File: src/rtl/pseq_pkg.sv
package pseq_pkg;
   localparam int BYTE_W = 8;
   localparam int MSG_W  = 16;
   localparam logic [BYTE_W-1:0] END_MARK = 8'h3F;

   typedef enum logic [2:0] {
      SEL_ADDR   = 3'd0,
      SEL_DATA   = 3'd1,
      SEL_SLEEP  = 3'd2,
      SEL_WAKE12 = 3'd3,
      SEL_WAKE3  = 3'd4,
      SEL_WARM   = 3'd5
   } host_sel_e;

   typedef enum logic [1:0] {
      ST_IDLE  = 2'd0,
      ST_FETCH = 2'd1,
      ST_WAIT  = 2'd2
   } walk_st_e;

   typedef struct packed {
      logic [MSG_W-1:0]  msg;
      logic [BYTE_W-1:0] dly;
      logic [BYTE_W-1:0] link;
   } step_t;
endpackage

File: src/rtl/pseq_store.sv
module pseq_store
   import pseq_pkg::*;
#(
   parameter int INDEX_W = 6
) (
   input  logic               clk,
   input  logic               rst_n,
   input  logic               host_we,
   input  logic [2:0]         host_sel,
   input  logic [BYTE_W-1:0]  host_wdata,
   input  logic [INDEX_W-1:0] rd_idx,
   output step_t              rd_step
);
   localparam int NUM_INS = 1 << INDEX_W;
   localparam int BYTES   = NUM_INS * 4;
   localparam int AW      = INDEX_W + 2;

   logic [BYTE_W-1:0] mem [BYTES];
   logic [AW-1:0]     addr_q;
   logic [BYTE_W-1:0] rd_byte [4];

   // indirect write, the address register only moves on its own code
   always_ff @(posedge clk or negedge rst_n) begin
      if (!rst_n) begin
         addr_q <= '0;
         for (int i = 0; i < BYTES; i++) mem[i] <= '0;
      end else if (host_we) begin
         if (host_sel == SEL_ADDR) addr_q <= host_wdata[AW-1:0];
         if (host_sel == SEL_DATA) mem[addr_q] <= host_wdata;
      end
   end

   // four byte lanes of one step, lane k at byte 4n+k
   for (genvar k = 0; k < 4; k++) begin : g_lane
      logic [AW-1:0] lane_addr;
      assign lane_addr  = {rd_idx, 2'(k)};
      assign rd_byte[k] = mem[lane_addr];
   end

   assign rd_step = '{msg:  {rd_byte[0], rd_byte[1]},
                      dly:  rd_byte[2],
                      link: rd_byte[3]};
endmodule

File: src/rtl/pseq_starts.sv
module pseq_starts
   import pseq_pkg::*;
#(
   parameter bit WARM_FIRST = 1'b1
) (
   input  logic              clk,
   input  logic              rst_n,
   input  logic              host_we,
   input  logic [2:0]        host_sel,
   input  logic [BYTE_W-1:0] host_wdata,
   input  logic [3:0]        trig_vec,
   output logic              fire,
   output logic [BYTE_W-1:0] start_byte
);
   localparam int KINDS = 4;

   logic [BYTE_W-1:0] start_q [KINDS];
   logic [1:0]        pick;

   // one start register per trigger kind, codes 2..5
   for (genvar k = 0; k < KINDS; k++) begin : g_start
      always_ff @(posedge clk or negedge rst_n) begin
         if (!rst_n)
            start_q[k] <= '0;
         else if (host_we && host_sel == 3'(k + 2))
            start_q[k] <= host_wdata;
      end
   end

   // arbitration order chosen by parameter; bit order sleep,wake12,wake3,warm
   if (WARM_FIRST) begin : g_warm_first
      always_comb begin
         if      (trig_vec[3]) pick = 2'd3;
         else if (trig_vec[0]) pick = 2'd0;
         else if (trig_vec[1]) pick = 2'd1;
         else                  pick = 2'd2;
      end
   end else begin : g_warm_last
      always_comb begin
         if      (trig_vec[0]) pick = 2'd0;
         else if (trig_vec[1]) pick = 2'd1;
         else if (trig_vec[2]) pick = 2'd2;
         else                  pick = 2'd3;
      end
   end

   assign fire       = |trig_vec;
   assign start_byte = start_q[pick];
endmodule

File: src/rtl/pseq_walker.sv
module pseq_walker
   import pseq_pkg::*;
#(
   parameter int INDEX_W = 6
) (
   input  logic               clk,
   input  logic               rst_n,
   input  logic               fire,
   input  logic [BYTE_W-1:0]  start_byte,
   input  logic               tick,
   input  step_t              step,
   output logic [INDEX_W-1:0] rd_idx,
   output logic [MSG_W-1:0]   msg_data,
   output logic               msg_valid,
   output logic               busy,
   output logic               err_flag
);
   localparam int         NUM_INS  = 1 << INDEX_W;
   localparam logic [8:0] LIMIT    = 9'(NUM_INS);

   walk_st_e           st_q;
   logic [INDEX_W-1:0] idx_q;
   logic [BYTE_W-1:0]  cnt_q, link_q;
   logic [MSG_W-1:0]   msg_q;
   logic               vld_q, err_q;
   logic               start_bad, link_bad;

   assign start_bad = {1'b0, start_byte} >= LIMIT;
   assign link_bad  = {1'b0, link_q} >= LIMIT;

   always_ff @(posedge clk or negedge rst_n) begin
      if (!rst_n) begin
         st_q   <= ST_IDLE;
         idx_q  <= '0;
         cnt_q  <= '0;
         link_q <= '0;
         msg_q  <= '0;
         vld_q  <= 1'b0;
         err_q  <= 1'b0;
      end else begin
         vld_q <= 1'b0;
         unique case (st_q)
            ST_IDLE: if (fire) begin          // only sampled here
               if (start_bad) begin
                  err_q <= 1'b1;              // bad start
               end else begin
                  err_q <= 1'b0;
                  idx_q <= start_byte[INDEX_W-1:0];
                  st_q  <= ST_FETCH;
               end
            end
            ST_FETCH: begin                   // strobe with new message
               msg_q  <= step.msg;
               cnt_q  <= step.dly;
               link_q <= step.link;
               vld_q  <= 1'b1;
               st_q   <= ST_WAIT;
            end
            ST_WAIT: if (tick) begin          // d+1 ticks per step
               if (cnt_q != '0) begin
                  cnt_q <= cnt_q - 1'b1;
               end else if (link_q == END_MARK) begin
                  st_q <= ST_IDLE;
               end else if (link_bad) begin
                  err_q <= 1'b1;
                  st_q  <= ST_IDLE;
               end else begin
                  idx_q <= link_q[INDEX_W-1:0];
                  st_q  <= ST_FETCH;
               end
            end
            default: st_q <= ST_IDLE;
         endcase
      end
   end

   assign rd_idx    = idx_q;
   assign msg_data  = msg_q;
   assign msg_valid = vld_q;
   assign busy      = (st_q != ST_IDLE);
   assign err_flag  = err_q;
endmodule

File: src/rtl/pwr_seq_engine.sv
module pwr_seq_engine
   import pseq_pkg::*;
#(
   parameter int INDEX_W    = 6,
   parameter bit WARM_FIRST = 1'b1
) (
   input  logic        clk,
   input  logic        rst_n,
   input  logic        host_we,
   input  logic [2:0]  host_sel,
   input  logic [7:0]  host_wdata,
   input  logic        trig_sleep,
   input  logic        trig_wake12,
   input  logic        trig_wake3,
   input  logic        trig_warm,
   input  logic        tick,
   output logic [15:0] msg_data,
   output logic        msg_valid,
   output logic        busy,
   output logic        err_flag
);
   if (INDEX_W < 2 || INDEX_W > 6) begin : g_bad_index_w
      $error("INDEX_W must lie in 2..6 so a byte address fits the host byte");
   end

   logic               fire;
   logic [BYTE_W-1:0]  start_byte;
   logic [INDEX_W-1:0] rd_idx;
   step_t              rd_step;

   pseq_store #(.INDEX_W(INDEX_W)) u_store (
      .clk(clk), .rst_n(rst_n), .host_we(host_we), .host_sel(host_sel),
      .host_wdata(host_wdata), .rd_idx(rd_idx), .rd_step(rd_step));

   pseq_starts #(.WARM_FIRST(WARM_FIRST)) u_starts (
      .clk(clk), .rst_n(rst_n), .host_we(host_we), .host_sel(host_sel),
      .host_wdata(host_wdata),
      .trig_vec({trig_warm, trig_wake3, trig_wake12, trig_sleep}),
      .fire(fire), .start_byte(start_byte));

   pseq_walker #(.INDEX_W(INDEX_W)) u_walker (
      .clk(clk), .rst_n(rst_n), .fire(fire), .start_byte(start_byte),
      .tick(tick), .step(rd_step), .rd_idx(rd_idx), .msg_data(msg_data),
      .msg_valid(msg_valid), .busy(busy), .err_flag(err_flag));
endmodule

File: config.mk
export PLATFORM = sky130hd
export DESIGN_NAME = pwr_seq_engine
export DESIGN_NICKNAME = d
export VERILOG_FILES = /design/src/rtl/pseq_pkg.sv /design/src/rtl/pseq_store.sv /design/src/rtl/pseq_starts.sv /design/src/rtl/pseq_walker.sv /design/src/rtl/pwr_seq_engine.sv
export SDC_FILE = /design/constraint.sdc
export NUM_CORES = 2
export LEC_CHECK = 0
export ABC_CLOCK_PERIOD_IN_PS = 2000
export BUFFER_PORTS_ARGS = -buffer_cell sky130_fd_sc_hd__buf_2
export CELL_PAD_IN_SITES_DETAIL_PLACEMENT = 1
export CELL_PAD_IN_SITES_GLOBAL_PLACEMENT = 1
export CORE_MARGIN = 4
export CORE_UTILIZATION = 49
export CTS_BUF_LIST = sky130_fd_sc_hd__clkbuf_16
export CTS_CLUSTER_SIZE = 20
export DETAILED_ROUTE_END_ITERATION = 8
export PLACE_DENSITY_LB_ADDON = 0.1
export SYNTH_ARGS = -nofsm -noshare
export SYNTH_HDL_FRONTEND = slang
export SYNTH_SLANG_ARGS = --single-unit
File: constraint.sdc
create_clock -name clk -period 2 [get_ports clk]
set_input_delay 0.2 -clock clk [delete_from_list [all_inputs] [get_ports clk]]
set_output_delay 0.2 -clock clk [all_outputs]
set_load 0.1 [all_outputs]
==> metrics <==
Syn Nets=6597; Sequential Area=53330 um2; vias in the first global route=68050; sequential area share after synthesis=54.48%; final slew viol count=0; CP Class=reg -> reg; Setup Skew=0.03342 ns; Hold Path End=u_walker.err_flag$_DFFE_PN0P_; mux contribution to synthesized area=35.92%; TritonCTS Sinks=roughly 2100; biggest area consumer among synthesized cells=dfrtp_1; Pleak=0.05920 uW; Max IR drop VDD=between 0.8 and 0.9 mV; Yosys warnings=0; wire per inst=30.91 um; Pwr Density=1070 nW/um2; largest net degree at the start of global routing=98; post-synth cell types=56; Tcrit/Tclk final=140.2%; DRC=0; FFs w/ async S/R, synth=100.0%; Std-Cell Rows=163; register bit count reported by yosys=2130; Placed Cells incl. Taps=9614; CTS root buffer=clkbuf_16; P&R area growth vs syn=24.74%; Hold Crit Start=trig_warm; largest fanout on the critical path=5; Num CTS Buffers=227; top cell type's share of synthesized area=between 50 and 60%; Layout Utilization=61.63%; reg-to-reg endpoint=u_walker.link_q[7]$_DFFE_PN0P_; Mapped Area=97830 um2; core footprint=198000 um2; DR vias/cell=6.108; max-cap violations=0; crit path DAT=3.55 ns; switching fraction of total power=33.19%; placer congestion estimate=0.8637; WHS=0.04574 ns; All-Layer GR Usage=29.96%; type of the worst min-delay path=in -> reg; Final Setup Violations=618; CP Capture Type=flop; met3 usage=under 10%; Comb pwr share=32.9%; reg2reg start=u_walker.rd_idx[0]$_DFFE_PN0P_; status=finished, violations left; RSZ-0062 raised after global routing=true; largest family of logic cells by synthesized area=multiplexers; Skew-Pair Late Insertion Delay=~0.87 ns; layout cells sized above 1=56.73%; worst slew pin tran=roughly 1.1 ns; final hold vios=0; post-synthesis xor/xnor area fraction=0%; Starting Density=49.40%; Die H=454.8 um; initial antenna violation count=6; failing checks=negative setup slack; sequential share of power=35.0%; clock share of power=32.0%; # H-tree levels=4; grt peak-use layer=met2; cell internal pwr=just under 90000 uW; switching power=43340 uW; top cells by count, synth=dfrtp_1, mux2_2, mux2i_1; hold depth=4; HPWL Detailed=~200000 um; final WL=316300 um; WP data required=2.75 ns; Mapped Cells=6576; Pre-antenna DRT Iters=5; area fraction in compound gates after synthesis=2.843%; relative slew slack=24.45%; simple-gate share of the synthesized area=4.375%; Max Root-Sink Buffers=3; Tmin final=approximately 2.8 ns; Port-buffer cells=37; R2R Setup Slk=-0.80 ns; dominant synthesized flop cell=dfrtp_1; Post-synth EDFFs=0; nets=approximately 7400; GR Util met2=49.17%; I/O pin count=38; GRT Residual Overflow=0; # fillers=17730; non-filler cells, final=10230; CTS tree=built; fmax=around 360 MHz; Worst-path clk slew=approximately 0.07 ns; first-pass GRT wire length=464000 um; met1 GRT Util=42.19%; Syn Area/Cell=14.88 um2; Synth Area in Adders=0.02558%; Area contributors post-synth=dfrtp_1, mux2_2, mux4_2; Die X=454.8 um; post-route ant nets=0; Setup crit start kind=flop; R2R depth=6; Multi-input gate area=45020 um2; via count=62500; cell with the most instances after synthesis=dfrtp_1; Die Area=206900 um2; DR iter-0 viols=4408; PnR worst setup slack=-0.8037 ns
-- worst max-delay path, cell delays in order (launching register included) --
cell	delay, ns
dfrtp_4	0.54
buf_4	0.16
buf_12	0.11
mux4_2	0.50
a22oi_2	0.24
nand4_1	0.60
a221o_1	0.51
-- placed cells by master, fill, tap and decap left out, types with 39 or more instances in the layout --
cell type and n:
dfrtp_1 2114, mux2_2 1840, buf_4 560, mux2i_1 384, mux4_2 329, buf_12 282
mux2_4 251, clkbuf_16 239, nand2_1 209, a22oi_1 165, buf_6 143, nand2_2 80
nor2_4 66, nand3_1 65, clkinv_1 60, a22oi_2 56, inv_1 47, clkinv_2 41
nor2_2 39, nand4_1 39
-- metal layers --
layer | part of all wire, % | vias to the layer above | routed length (um)
met4 | 2.8 | 0 | 8936
met3 | 4.9 | 444 | 15430
met1 | 44 | 34510 | 137900
met5 | 0 | - | 0
met2 | 49 | 1468 | 154000
li1 | - | 26080 | -
-- what timing repair did --
item                       in CTS  in global routing
pin swaps                      90                144
hold buffers                   15                  0
buffers inserted               62                118
setup endpoints to repair    1130               1589
hold endpoints to repair     2398                  0
gates resized for setup       327                593
gates cloned                   16                  9
-- logic make-up (layout without fill, tap and decap cells) --
family,after synthesis,count (layout)
mux,2838,2838
other cells,0,8
buf+inv,503,1511
simple gates,731,732
fa+ha+maj,2,2
compound gates,372,372
flops,2130,2130
-- area by class of cell --
type | count | area share (%)
flip-flops and latches | 2130 | 43.70
well taps | 2640 | 2.707
multi-input cells | 3944 | 36.89
repair buffers | 1083 | 10.65
clock inverters | 187 | 1.273
clock buffers | 230 | 4.716
inverters | 11 | 0.04204
diodes | 8 | 0.01640
-- power by group through the flow --
stage | clock (uW) | combinational (uW) | sequential, uW
finish | 41800 | 43000 | 45800
global route | 44500 | 44600 | 45800
CTS | 42500 | 38900 | 45700
detailed placement | 0 | 35300 | 46400
global placement | 0 | 34900 | 46300
floorplan | 0 | 17600 | 46700
-- worst max-delay path by stage --
| stage | end | slack, ns | cells past startpoint | from |
|---|---|---|---|---|
| final | u_walker.link_q[7]$_DFFE_PN0P_ | -0.80 | 6 | u_walker.rd_idx[0]$_DFFE_PN0P_ |
| after global routing | u_walker.link_q[6]$_DFFE_PN0P_ | -0.72 | 7 | u_walker.rd_idx[0]$_DFFE_PN0P_ |
| after CTS | u_walker.link_q[7]$_DFFE_PN0P_ | -0.66 | 8 | u_walker.rd_idx[2]$_DFFE_PN0P_ |
| after detailed placement | u_walker.msg_data[11]$_DFFE_PN0P_ | -0.99 | 8 | u_walker.rd_idx[2]$_DFFE_PN0P_ |
| after global placement | u_walker.msg_data[11]$_DFFE_PN0P_ | -0.91 | 8 | u_walker.rd_idx[2]$_DFFE_PN0P_ |
| after floorplan | u_store.mem[448]$_DFFE_PN0P_ | -0.06 | 7 | u_store.addr_q[3]$_DFFE_PN0P_ |
-- state kept, by name, summed over array words and instances, names as in the netlist, 2 cells and up --
name	cells
u_walker.link_q	8
u_walker.st_q	2
u_store.addr_q	8
u_store.mem	2048
u_starts.start_q	32
u_walker.rd_idx	6
u_walker.msg_data	16
u_walker.cnt_q	8
-- stage by stage --
stage	instance area (um2)	setup slack, ns	power [uW]	TNS (ns)
3_3_place_gp	109000	-0.9124	81220	-70.13
4_1_cts	118700	-0.6559	127100	-18.51
3_5_place_dp	109000	-0.9907	81720	-114.58
6_report	122000	-0.8037	130600	-35.74
5_1_grt	122000	-0.7161	134900	-64.43
2_1_floorplan	98060	-0.06397	64280	-4.982
No activity file was read; power rests on OpenSTA's default activity.
